<file path="config.mk">
export PLATFORM = sky130hd
export DESIGN_NAME = vcop_issue_gate
export DESIGN_NICKNAME = d
export VERILOG_FILES = /design/src/rtl/vcop_pkg.sv /design/src/rtl/vcop_view_delay.sv /design/src/rtl/vcop_status_reg.sv /design/src/rtl/vcop_pending_fifo.sv /design/src/rtl/vcop_issue_gate.sv
export SDC_FILE = /design/constraint.sdc
export NUM_CORES = 1
export LEC_CHECK = 0
export ABC_AREA = 0
export BUFFER_PORTS_ARGS = -buffer_cell sky130_fd_sc_hd__buf_2
export CORE_MARGIN = 4
export CORE_UTILIZATION = 34
export CTS_BUF_LIST = sky130_fd_sc_hd__clkbuf_8
export DETAILED_ROUTE_END_ITERATION = 10
export PLACE_DENSITY = 0.62
export SYNTH_ARGS = -nofsm -noshare
export SYNTH_HDL_FRONTEND = slang
export SYNTH_SLANG_ARGS = --single-unit
</file>
<file path="constraint.sdc">
create_clock -name clk -period 4.1 [get_ports clk]
set_clock_uncertainty 0.05 [all_clocks]
set_input_delay 0.615 -clock clk [delete_from_list [all_inputs] [get_ports clk]]
set_output_delay 0.615 -clock clk [all_outputs]
set_load 0.05 [all_outputs]
</file>
<file path="src/rtl/vcop_pkg.sv">
package vcop_pkg;
   typedef enum logic [1:0] {
      K_VOP   = 2'd0,
      K_XFER  = 2'd1,
      K_CWR   = 2'd2,
      K_CRD   = 2'd3
   } req_kind_e;

   localparam logic [7:0] DISABLED_FAULT_VEC = 8'h68;
endpackage

</file>
<file path="src/rtl/vcop_view_delay.sv">
module vcop_view_delay #(
   parameter int MAXDLY = 3,
   localparam int SELW  = $clog2(MAXDLY + 1)
) (
   input  logic            clk,
   input  logic            rst_n,
   input  logic [SELW-1:0] sel,
   input  logic            en,
   output logic            view
);
   generate
      if (MAXDLY < 1) begin : g_bad
         $error("MAXDLY must be at least 1");
      end
   endgenerate

   logic [MAXDLY-1:0] hist;

   always_ff @(posedge clk) begin
      if (!rst_n) hist <= '0;
      else        hist <= {hist[MAXDLY-2:0], en};
   end

   always_comb begin
      if (sel == '0)                      view = en;
      else if (int'(sel) > MAXDLY)        view = hist[MAXDLY-1];
      else                                view = hist[int'(sel) - 1];
   end
endmodule

</file>
<file path="src/rtl/vcop_status_reg.sv">
module vcop_status_reg #(
   parameter int NERR = 3,
   localparam int SW  = NERR + 1
) (
   input  logic            clk,
   input  logic            rst_n,
   input  logic            wr,
   input  logic [SW-1:0]   wdata,
   input  logic [NERR-1:0] err,
   output logic            en,
   output logic [NERR-1:0] flags,
   output logic            flush
);
   logic hw_dis;
   logic err_any;

   assign err_any = |err;
   assign flush   = err_any | (wr & wdata[0] & hw_dis);

   always_ff @(posedge clk) begin
      if (!rst_n) begin
         en     <= 1'b0;
         hw_dis <= 1'b0;
         flags  <= '0;
      end else begin
         flags <= (flags & ~(wr ? wdata[SW-1:1] : '0)) | err;
         if (err_any) begin
            en     <= 1'b0;
            hw_dis <= 1'b1;
         end else if (wr) begin
            en <= wdata[0];
            if (wdata[0]) hw_dis <= 1'b0;
         end
      end
   end
endmodule

</file>
<file path="src/rtl/vcop_pending_fifo.sv">
module vcop_pending_fifo #(
   parameter int DEPTH = 4,
   parameter int W     = 8,
   localparam int AW   = $clog2(DEPTH)
) (
   input  logic         clk,
   input  logic         rst_n,
   input  logic         push,
   input  logic [W-1:0] din,
   input  logic         pop,
   input  logic         flush,
   output logic         full,
   output logic         valid,
   output logic [W-1:0] dout
);
   generate
      if (DEPTH < 2 || (1 << AW) != DEPTH) begin : g_bad
         $error("DEPTH must be a power of two, at least 2");
      end
   endgenerate

   logic [W-1:0] mem [DEPTH];
   logic [AW-1:0] rp, wp;
   logic [AW:0]   cnt;
   logic          do_push, do_pop;

   assign valid   = (cnt != '0);
   assign full    = (cnt == (AW+1)'(DEPTH));
   assign dout    = mem[rp];
   assign do_push = push & ~full;
   assign do_pop  = pop & valid;

   always_ff @(posedge clk) begin
      if (do_push) mem[wp] <= din;
   end

   always_ff @(posedge clk) begin
      if (!rst_n || flush) begin
         rp  <= '0;
         wp  <= '0;
         cnt <= '0;
      end else begin
         if (do_push) wp <= wp + 1'b1;
         if (do_pop)  rp <= rp + 1'b1;
         cnt <= cnt + (AW+1)'(do_push) - (AW+1)'(do_pop);
      end
   end
endmodule

</file>
<file path="src/rtl/vcop_issue_gate.sv">
module vcop_issue_gate
   import vcop_pkg::*;
#(
   parameter int NERR   = 3,
   parameter int PW     = 8,
   parameter int QDEPTH = 4,
   parameter int MAXDLY = 3,
   localparam int SW    = NERR + 1,
   localparam int DW    = $clog2(MAXDLY + 1)
) (
   input  logic            clk,
   input  logic            rst_n,
   input  logic [DW-1:0]   dly_sel,
   input  logic            req_valid,
   input  logic [1:0]      req_kind,
   input  logic [SW-1:0]   req_wdata,
   input  logic [PW-1:0]   req_payload,
   output logic            req_ready,
   output logic            fault_valid,
   output logic [7:0]      fault_vec,
   output logic            rd_valid,
   output logic [SW-1:0]   rd_data,
   input  logic [NERR-1:0] err_in,
   output logic            q_valid,
   output logic [PW-1:0]   q_payload,
   input  logic            q_pop,
   output logic            busy
);
   logic            st_en;
   logic [NERR-1:0] st_flags;
   logic            flush;
   logic            view_en;
   logic            q_full;
   logic            is_work, fire, push, wr_fire, rd_fire;
   req_kind_e       kind;

   assign kind    = req_kind_e'(req_kind);
   assign is_work = (kind == K_VOP) || (kind == K_XFER);

   always_comb begin
      unique case (kind)
         K_VOP, K_XFER: req_ready = ~view_en | ~q_full;
         K_CWR:         req_ready = 1'b1;
         K_CRD:         req_ready = (view_en == st_en);
         default:       req_ready = 1'b0;
      endcase
   end

   assign fire    = req_valid & req_ready;
   assign push    = fire & is_work & view_en;
   assign wr_fire = fire & (kind == K_CWR);
   assign rd_fire = fire & (kind == K_CRD);

   vcop_status_reg #(.NERR(NERR)) i_status (
      .clk   (clk),
      .rst_n (rst_n),
      .wr    (wr_fire),
      .wdata (req_wdata),
      .err   (err_in),
      .en    (st_en),
      .flags (st_flags),
      .flush (flush)
   );

   vcop_view_delay #(.MAXDLY(MAXDLY)) i_view (
      .clk   (clk),
      .rst_n (rst_n),
      .sel   (dly_sel),
      .en    (st_en),
      .view  (view_en)
   );

   vcop_pending_fifo #(.DEPTH(QDEPTH), .W(PW)) i_queue (
      .clk   (clk),
      .rst_n (rst_n),
      .push  (push),
      .din   (req_payload),
      .pop   (q_pop),
      .flush (flush),
      .full  (q_full),
      .valid (q_valid),
      .dout  (q_payload)
   );

   assign busy      = q_valid;
   assign fault_vec = DISABLED_FAULT_VEC;

   always_ff @(posedge clk) begin
      if (!rst_n) begin
         fault_valid <= 1'b0;
         rd_valid    <= 1'b0;
         rd_data     <= '0;
      end else begin
         fault_valid <= fire & is_work & ~view_en;
         rd_valid    <= rd_fire;
         if (rd_fire) rd_data <= {st_flags, st_en};
      end
   end
endmodule

</file>
==> results.md, run 1 <==
- Fmax: 0.329 GHz
- Worst Tran Pin Value: 0.523 ns
- Relative slew slack: 65.1%
- Status: completed
- Multiplexer share of the synthesized area: 9.84%
- Setup CP Type: input pin to register
- Hold Path End: rd_data[3]$_SDFFE_PN0P_
- R2r setup slk: 1.58 ns
- Initial antenna violation count: 0
- Die width: 91.2 um
- Die area: 8320 um^2
- Initial Util: 34.8%
- Yosys cell types: 42
- Die Y: 91.2 um
- Sequential cell area fraction in the yosys report: 60.4%
- CTS resizes: 0
- Synth Cell Area: 2350 um^2
- Core footprint: 6760 um^2
- Synth Area in Compound Gates: 5.16%
- Clk_lat worst skew: 0.30 ns
- Critical Path RT: 4.25 ns
- Post-synth top flop: edfxtp_1
- Final #Nets: 249
- Syn avg cell area: 13.1 um^2
- Clock sinks: 55
- Top cells by count, synth: edfxtp_1, dfxtp_1, nand2_1, nor2_1
- Vias/cell: 4.63
- Async set-reset flop share out of synthesis: 0%
- Crit path time final: 3.04 ns
- Hold path depth: 2
- Util after Layout: 39.7%
- Critical Path Source: dly_sel[0]
- Cells after Synth: 179
- Setup_tns: 0 ns
- Worst VDD drop: 176 uV
- Reg2reg start: i_view.hist[0]$_SDFF_PN0_
- H-tree lvl count: 2
- Antenna-violating nets left: 0
- Synth area leaders: edfxtp_1, dfxtp_1, mux4_2, ha_1, buf_4
- Vias in the first global route: 1345
- Total power divided by cell area: 360 nW/um^2
- CP max FO: 7
- Final hold vios: 0
- CTS tree: done
- Sw Share: 24.1%
- Gate power share: 7.0%
- Filler cells: 658
- Pint: 0.000733 W
- Data arrival, critical path: 3.18 ns
- Clock power frac: 31.8%
- Detailed Route WL: 3.93 mm
- Power after layout: 0.000965 W
- Layout cell share with drive strength beyond 1: 26.5%
- DR vias: 1385
- First-pass GRT wire length: 6.60 mm
- Hold path start: rd_data[3]$_SDFFE_PN0P_
- FF+latch count, synth: 55
- P_leak: 1.02 nW
- Io pins: 48
- Largest family of logic cells by synthesized area: simple AND/OR/NAND/NOR gates
- Share of the synthesized area in the top cell type: 40.8%
- Synth-to-Final Area Change: 13.9%
- Post-DP HPWL: 2.98 mm
- RR Endpoint: i_queue.cnt[2]$_SDFF_PP0_
- RSZ-0062 raised after global routing: false
- Crit path capture type: register
- Final setup fails: 0
- Simple-gate share of the synthesized area: 13.2%
- N_diodes: 0
- Top-count cell post-synth: edfxtp_1
- CTS root buf: clkbuf_8
- Adder-Cell Fraction of Synth Area: 4.57%
- Startpoint types: input pin
- Total of max-cap violations: 0
- Synth Area in XOR/XNOR: 1.49%
- RePlAce Congestion: 0.771
- Post-synth EDFFs: 32
- R2R cell count: 8
- Gr usage total: 9.92%
- Drt wl/cell: 13.1 um
- Initial DRC count: 40
- Port bufs: 39
- Total grt overflow: 0
- Flop pwr share: 61.3%
- Switching pwr: 0.000232 W
- Yosys warning total: 0
- Drt first pass iters: 4
- Clock buffer depth: 2
- Cell Rows: 30
- Remaining DRCs: 0
- Postcts setup bufs: 0
- Yosys top cell by area: edfxtp_1
- Clock transition at path regs: 0.10 ns
- Largest net degree at the start of global routing: 20
- Max-slew violations: 0
- CTS Buf Count: 5
- Fin crit share: 74.0%
- CTS Hold Bufs: 0
- Hold Crit Class: register to register
[worst max-delay path, cell delays in order]
cell and delay [ns]:
buf_2 0.12, inv_1 0.05, ha_1 0.28, mux2_2 0.36, a211oi_1 0.42, nor2_1 0.22, ha_1 0.27, fa_1 0.43
xnor2_1 0.20, xnor2_1 0.15, nor2_1 0.05
[power by group through the flow]
stage	Combinational, W	Sequential (W)	Clock [W]
3_5_place_dp	0.0000680	0.000604	0
2_1_floorplan	0.0000457	0.000608	0
3_3_place_gp	0.0000671	0.000604	0
6_report	0.0000673	0.000591	0.000306
4_1_cts	0.0000681	0.000591	0.000318
5_1_grt	0.0000739	0.000592	0.000342
[final cells by class]
class / instances / area (um^2) / area share (%)
Clock buffer: 5 / 68.8 / 2.57
Multi-Input combinational cell: 108 / 837 / 31.2
Tap cell: 80 / 100 / 3.73
Timing Repair Buffer: 39 / 195 / 7.28
Sequential cell: 55 / 1420 / 53.0
Clock inverter: 3 / 25.0 / 0.933
Inverter: 9 / 33.8 / 1.26
[through the flow]
stage	worst slack (ns)	instance area [um^2]	std cells	hold WS, ns
floorplan	1.14	2380	185	0.378
global placement	0.831	2590	291	0.392
CTS	1.03	2680	299	0.420
detailed placement	0.746	2590	291	0.399
finish	1.06	2680	299	0.417
global route	0.759	2680	299	0.448
[registers in the layout, summed over array words and instances, names as in the netlist, named ones only]
register	cells
i_queue.mem	32
rd_valid	1
i_queue.rp	2
i_status.en	1
i_queue.cnt	3
fault_valid	1
i_view.hist	3
rd_data	4
i_status.hw_dis	1
i_queue.wp	2
i_status.flags	3
[cells in the final DEF, fill, tap and decap left out, drive strengths merged, types with 2 or more instances in the layout]
cell / Yosys / routed
ha: 7 / 7
mux4: 8 / 8
nor2: 12 / 12
nor3: 2 / 2
dfxtp: 23 / 23
edfxtp: 32 / 32
nor2b: 5 / 5
xnor2: 3 / 3
nand2b: 2 / 2
o21ai: 2 / 2
mux2i: 4 / 4
clkbuf: 2 / 5
inv: 9 / 11
buf: 11 / 39
conb: 2 / 8
nand2: 15 / 15
and3b: 3 / 3
and2: 9 / 9
nand3: 3 / 3
a21oi: 6 / 6
[layer usage]
| layer | routed length (um) | GRT usage, % | up-vias | part of all wire [%] |
|---|---|---|---|---|
| met2 | 1920 | 16.6 | 35 | 49 |
| met4 | 14 | 2.26 | 0 | 0.36 |
| met5 | 0 | 0 | - | 0 |
| met3 | 206 | 2.90 | 2 | 5.2 |
| li1 | - | - | 700 | - |
| met1 | 1790 | 12.7 | 648 | 45 |
[worst max path at each step]
stage                                end  slack [ns]
6_report       i_queue.cnt[2]$_SDFF_PP0_        1.06
5_1_grt        i_queue.cnt[2]$_SDFF_PP0_        0.76
4_1_cts        i_queue.cnt[2]$_SDFF_PP0_        1.03
3_5_place_dp   i_queue.cnt[2]$_SDFF_PP0_        0.75
3_3_place_gp   i_queue.cnt[2]$_SDFF_PP0_        0.83
2_1_floorplan  i_queue.cnt[2]$_SDFF_PP0_        1.14
[cells by family (layout without fill, tap and decap cells)]
kind of cell	count (synthesis)	count (layout)
AO/OA/AOI/OAI	17	17
XOR/XNOR	4	4
buffers and inverters	22	56
adder cells (fa/ha/maj)	8	8
other	2	8
flip-flops	55	55
multiplexers	13	13
AND/OR/NAND/NOR	58	58
Note: power is estimated with default switching activity, not from simulation.
==> inputs of run 2 (changes only) <==
- ABC_AREA: 0 -> 1
- clock period: 4.1 -> 2.8 ns (I/O delays scaled with it)
==> results.md, run 2 <==
- Post-synth top flop: edfxtp_1
- Die width: 91.9 um (+0.75%)
- Initial Util: 35.0% (+0.18 points)
- Flop pwr share: 57.1% (-4.2 points)
- Sw Share: 23.5% (-0.60 points)
- FF+latch count, synth: 55 (unchanged)
- Post-synth EDFFs: 32 (unchanged)
- CP max FO: 3 (-4)
- Largest net degree at the start of global routing: 18 (-10%)
- Postcts setup bufs: 0 (unchanged)
- Synth area leaders: edfxtp_1, dfxtp_1, nor2_1, inv_1, nand2_1
- Worst VDD drop: 311 uV (+77%)
- Pint: 0.00117 W (+59%)
- P_leak: 1.20 nW (+17%)
- Commonest non-fill, non-tap cells in the layout: nor2_1, buf_2, inv_1
- Top reg by flops: i_queue.mem
- Final setup fails: 0 (unchanged)
- DR vias: 1630 (+18%)
- Gr usage total: 10.7% (+0.77 points)
- Max-slew violations: 0 (unchanged)
- Setup_tns: 0 ns (unchanged)
- Critical Path RT: 2.95 ns (-1.30 ns)
- Clock buffer depth: 2 (unchanged)
- Top flop regs: i_queue.mem x32, rd_data x4
- Gate power share: 8.6% (+1.6 points)
- Synth-to-Final Area Change: 17.3%
- Synth Area in XOR/XNOR: 0.732% (-0.76 points)
- CTS resizes: 0 (unchanged)
- Final hold vios: 0 (unchanged)
- N_diodes: 0 (unchanged)
- Layout cell share with drive strength beyond 1: 23.9% (-2.5 points)
- Commonest non-fill, non-tap cell in the layout: nor2_1
- CTS Buf Count: 5 (unchanged)
- Die area: 8440 um^2 (+1.5%)
- Crit path capture type: register
- Switching pwr: 0.000357 W (+54%)
- Fin crit share: 81.2%
- Syn avg cell area: 10.1 um^2 (-23%)
- Final #Nets: 314 (+26%)
- Core footprint: 6830 um^2 (+1.1%)
- H-tree lvl count: 2 (unchanged)
- CTS Hold Bufs: 0 (unchanged)
- Hold Crit Class: input pin to register
- Total of max-cap violations: 0 (unchanged)
- Yosys cell types: 29 (-31%)
- Async set-reset flop share out of synthesis: 0% (unchanged)
- Post-DP HPWL: 3.17 mm (+6.4%)
- Initial antenna violation count: 0 (unchanged)
- Vias/cell: 4.29 (-7.4%)
- Status: completed
- Largest family of logic cells by synthesized area: simple AND/OR/NAND/NOR gates
- CTS tree: done
- Total power divided by cell area: 543 nW/um^2 (+51%)
- Fmax: 0.440 GHz
- Setup CP Type: input pin to register
- RSZ-0062 raised after global routing: false
- Startpoint types: input pin
- Adder-Cell Fraction of Synth Area: 4.50% (-0.074 points)
- CTS root buf: clkbuf_8
- Clock sinks: 55 (unchanged)
- Detailed Route WL: 4.34 mm (+11%)
- Yosys top cell by area: edfxtp_1
- Util after Layout: 41.1% (+1.4 points)
- Die Y: 91.9 um (+0.75%)
- Port bufs: 39 (unchanged)
- Synth Area in Compound Gates: 8.89% (+3.7 points)
- Io pins: 48 (unchanged)
- Clock power frac: 34.3% (+2.5 points)
- Sequential cell area fraction in the yosys report: 59.4% (-0.98 points)
- Drt first pass iters: 4 (unchanged)
- Multiplexer share of the synthesized area: 0% (-9.8 points)
- Filler cells: 689 (+4.7%)
- Antenna-violating nets left: 0 (unchanged)
- Total grt overflow: 0 (unchanged)
- Cell Rows: 30 (unchanged)
- Initial DRC count: 34 (-15%)
- Top-count cell post-synth: nor2_1
- Synth Cell Area: 2390 um^2 (+1.6%)
- Yosys warning total: 0 (unchanged)
- Clock transition at path regs: 0.10 ns (about the same)
- Crit path time final: 2.27 ns
- Drt wl/cell: 11.4 um (-13%)
- Share of the synthesized area in the top cell type: 40.2% (-0.66 points)
- Top cells by count, synth: nor2_1, edfxtp_1, inv_1, nand2_1, dfxtp_1
- Clk_lat worst skew: 0.30 ns (about the same)
- Simple-gate share of the synthesized area: 17.6% (+4.4 points)
- Vias in the first global route: 1594 (+19%)
- RePlAce Congestion: 0.760 (-1.4%)
- Max FFs per register: 32 (unchanged)
- First-pass GRT wire length: 7.24 mm (+9.6%)
- Cells after Synth: 237 (+32%)
- Remaining DRCs: 0 (unchanged)
- Data arrival, critical path: 2.43 ns (-0.75 ns)
==> run 2: cell types whose count changed in the layout (fill, tap and decap cells not counted), sizes merged, moves of 3 or more <==
cell	previous run	this run
inv	11	35
nand2	15	34
and3b	3	0
nor2b	5	0
mux2i	4	0
o22ai	0	8
mux4	8	0
o21ai	2	19
nor2	12	45
and2	9	0
buf	39	45
a21oi	6	9
==> run 2: critical path: stages <==
cell and delay [ns]:
buf_2 0.10, inv_1 0.06, ha_1 0.30, nor2_1 0.05, nor2_1 0.10, nand2_2 0.09
a21oi_2 0.21, nand2_4 0.09, nand4_4 0.07, inv_1 0.05, ha_1 0.22, fa_1 0.44
xnor2_1 0.17, nor2_1 0.05
==> run 2: routing by layer <==
| layer | share of wire, % | GRT usage (%) | vias up |
|---|---|---|---|
| li1 | - | - | 842 |
| met1 | 43 | 12.2 | 746 |
| met2 | 49 | 19.3 | 40 |
| met3 | 7.1 | 3.45 | 2 |
| met4 | 0.48 | 2.60 | 0 |
| met5 | 0 | 0 | - |
==> run 2: per-stage QoR <==
step	instances	instance area, um^2	hold slack (ns)	power (W)	setup WS, ns
6_report	380	2810	0.278	0.00152	0.526
5_1_grt	380	2810	0.267	0.00159	0.322
4_1_cts	380	2810	0.272	0.00154	0.511
3_5_place_dp	372	2700	0.380	0.00102	0.200
3_3_place_gp	372	2700	0.381	0.00102	0.272
2_1_floorplan	243	2410	0.363	0.000987	0.329
==> run 2: worst paths after layout <==
check                                          startpoint                     endpoint  slack (ns)  cells past startpoint
worst max-delay path                           dly_sel[0]    i_queue.cnt[2]$_SDFF_PP0_        0.53                     14
worst max register to register  i_view.hist[2]$_SDFF_PN0_    i_queue.cnt[2]$_SDFF_PP0_        0.76                     12
worst min-delay path                       req_payload[1]  i_queue.mem[1][1]$_DFFE_PP_        0.28                      1
worst min register to register  i_view.hist[1]$_SDFF_PN0_    i_view.hist[2]$_SDFF_PN0_        0.39                      2
==> run 2: cell type report <==
class	instances	area, um^2	share of cell area (%)
flip-flops and latches	55	1420	50.6
multi-input cells	143	790	28.1
repair buffers	45	240	8.56
inverters	33	124	4.41
well taps	96	120	4.28
clock buffers	5	68.8	2.45
clock inverters	3	42.5	1.52
==> run 2: power by group through the flow <==
stage | Clock (W) | Sequential, W | Combinational (W)
global placement | 0 | 0.000888 | 0.000129
CTS | 0.000541 | 0.000869 | 0.000132
detailed placement | 0 | 0.000888 | 0.000132
floorplan | 0 | 0.000901 | 0.0000862
global route | 0.000572 | 0.000871 | 0.000144
finish | 0.000523 | 0.000869 | 0.000131
==> run 2: kinds of logic after synthesis <==
group | count (synthesis)
adder cells (fa/ha/maj) | 8
XOR/XNOR | 2
flip-flops | 55
AND/OR/NAND/NOR | 87
other | 2
buffers and inverters | 45
AO/OA/AOI/OAI | 38
==> inputs of run 3 (changes only) <==
- clock period: 2.8 -> 2.35 ns (I/O delays scaled with it)
==> results.md, run 3 (synthesis results as in run 2) <==
- Clock transition at path regs: 0.10 ns (about the same)
- Status: completed
- Crit path capture type: register
- CP max-delay cell: fa_1
- Critical Path RT: 2.49 ns (-0.46 ns)
- Antenna-violating nets left: 0 (unchanged)
- Fin crit share: 92.0%
- Capture point of the worst path: i_queue.cnt[2]$_SDFF_PP0_
- Setup ws final: 0.189 ns (-0.338 ns)
- Place WS: -0.133 ns (-0.334 ns)
- Io pins: 48 (unchanged)
- Die width: 91.9 um (unchanged)
- Commonest non-fill, non-tap cells in the layout: nor2_1, buf_2, inv_1
- Clock sinks: 55 (unchanged)
- Final setup fails: 0 (unchanged)
- Filler cells: 697 (+1.2%)
- RePlAce Congestion: 0.695 (-8.6%)
- Remaining DRCs: 0 (unchanged)
- RR Endpoint: i_queue.cnt[2]$_SDFF_PP0_
- Setup_tns: 0 ns (unchanged)
- Synth-to-Final Area Change: 18.9%
- Reg2reg start: i_queue.cnt[2]$_SDFF_PP0_
- Area occupied by multi-input gates: 790 um^2 (unchanged)
- Initial antenna violation count: 0 (unchanged)
- CTS Hold Bufs: 0 (unchanged)
- Clk_lat worst skew: 0.30 ns (about the same)
- Startpoint types: input pin
- Initial DRC count: 44 (+29%)
- Drt wl/cell: 11.0 um (-3.5%)
- RSZ-0062 raised after global routing: false
- CTS root buf: clkbuf_8
- Postcts setup bufs: 0 (unchanged)
- Top flop regs: i_queue.mem x32, rd_data x4
- N_diodes: 0 (unchanged)
- Max-slew violations: 0 (unchanged)
- Fmax: 0.463 GHz
- R2r setup slk: 0.32 ns (-0.44 ns)
- Crit path time final: 2.16 ns
- Clock buffer depth: 2 (unchanged)
- CP Cell Sequence: buf_2 > inv_1 > ha_1 > nor2_1 > nor2_1 > nand2_2 > a21oi_2 > nand2_4 > nand4_4 > inv_1 > ha_1 > fa_1 > xnor2_1 > nor2_1
- Total grt overflow: 0 (unchanged)
- DR vias: 1638 (+0.49%)
- First-pass GRT wire length: 7.33 mm (+1.3%)
- Largest net degree at the start of global routing: 18 (unchanged)
- Hold Crit Class: input pin to register
- R2R cell count: 10 (-2)
- CP max FO: 2 (-1)
- Post-DP HPWL: 3.15 mm (-0.69%)
- Worst VDD drop: 329 uV (+6.0%)
- Core footprint: 6830 um^2 (unchanged)
- Port bufs: 39 (unchanged)
- Data arrival, critical path: 2.31 ns (-0.12 ns)
- Drt first pass iters: 4 (unchanged)
- CTS tree: done
- Total of max-cap violations: 0 (unchanged)
- Final hold vios: 0 (unchanged)
- Commonest non-fill, non-tap cell in the layout: nor2_1
- FF/Latch Area: 1420 um^2 (unchanged)
- Setup CP Type: input pin to register
- Die Y: 91.9 um (unchanged)
- Die area: 8440 um^2 (unchanged)
- CTS resizes: 0 (unchanged)
- Critical Path Source: dly_sel[0]
- Layout cell share with drive strength beyond 1: 25.3% (+1.3 points)
- Max FFs per register: 32 (unchanged)
- Most used cell, CP: nor2_1
- CTS Buf Count: 5 (unchanged)
- Cell Rows: 30 (unchanged)
- Initial Util: 35.0% (unchanged)
- Final #Nets: 319 (+1.6%)
- H-tree lvl count: 2 (unchanged)
- Vias/cell: 4.25 (-0.81%)
- Max incr delay on CP: 0.44 ns (about the same)
- P_leak: 1.22 nW (+2.1%)
- Total power divided by cell area: 637 nW/um^2 (+17%)
- Gr usage total: 10.7% (about the same)
- Detailed Route WL: 4.24 mm (-2.2%)
- Top reg by flops: i_queue.mem
- Vias in the first global route: 1624 (+1.9%)
==> run 3: per-stage QoR <==
stage	util, %	hold WS [ns]	power, W	std cells	instance area (um^2)
floorplan	-	0.363	0.00118	243	2410
global placement	40.0	0.382	0.00122	377	2730
detailed placement	40.0	0.380	0.00122	377	2730
CTS	41.6	0.197	0.00184	385	2840
global route	41.6	0.195	0.00189	385	2840
finish	41.6	0.207	0.00181	385	2840
==> run 3: how the worst min path moves through the flow <==
stage	startpoint	end	slack, ns	cells after the start
5_1_grt	req_payload[0]	i_queue.mem[0][0]$_DFFE_PP_	0.19	1
3_5_place_dp	i_view.hist[0]$_SDFF_PN0_	i_view.hist[1]$_SDFF_PN0_	0.38	2
4_1_cts	req_payload[0]	i_queue.mem[1][0]$_DFFE_PP_	0.20	1
2_1_floorplan	i_view.hist[0]$_SDFF_PN0_	i_view.hist[1]$_SDFF_PN0_	0.36	2
3_3_place_gp	i_view.hist[1]$_SDFF_PN0_	i_view.hist[2]$_SDFF_PN0_	0.38	2
6_report	req_payload[0]	i_queue.mem[1][0]$_DFFE_PP_	0.21	1
==> run 3: power breakdown <==
part           internal, W  switching, W  leakage, nW
logic            0.0000443      0.000115        0.687
clock network     0.000318      0.000297       0.0599
registers          0.00103    0.00000550        0.476
total              0.00139      0.000418         1.22
==> run 3: metal layers <==
metal	up-vias	wire length, um	GRT usage, %	share of wire (%)
met5	-	0	0	0
met4	0	14	2.60	0.33
met2	43	2020	19.0	48
met3	2	282	3.53	6.6
li1	853	-	-	-
met1	740	1930	12.4	45
==> run 3: worst max-delay path: cells and delay by family <==
| kind | cells | cell delay, ns |
|---|---|---|
| and+or+nand+nor | 6 | 0.44 |
| xor gates and xnor gates | 1 | 0.17 |
| adders and majority gates | 3 | 0.96 |
| buffers and inverters | 3 | 0.18 |
| AOI/OAI and AO/OA | 1 | 0.20 |
==> run 3: layout make-up <==
| cell class | instances | area share (%) |
|---|---|---|
| clock buffer | 5 | 2.42 |
| multi-input combinational | 143 | 27.8 |
| timing repair buffer | 50 | 9.77 |
| clock inverter | 3 | 1.50 |
| inverter | 33 | 4.36 |
| tap | 96 | 4.22 |
| sequential | 55 | 50.0 |
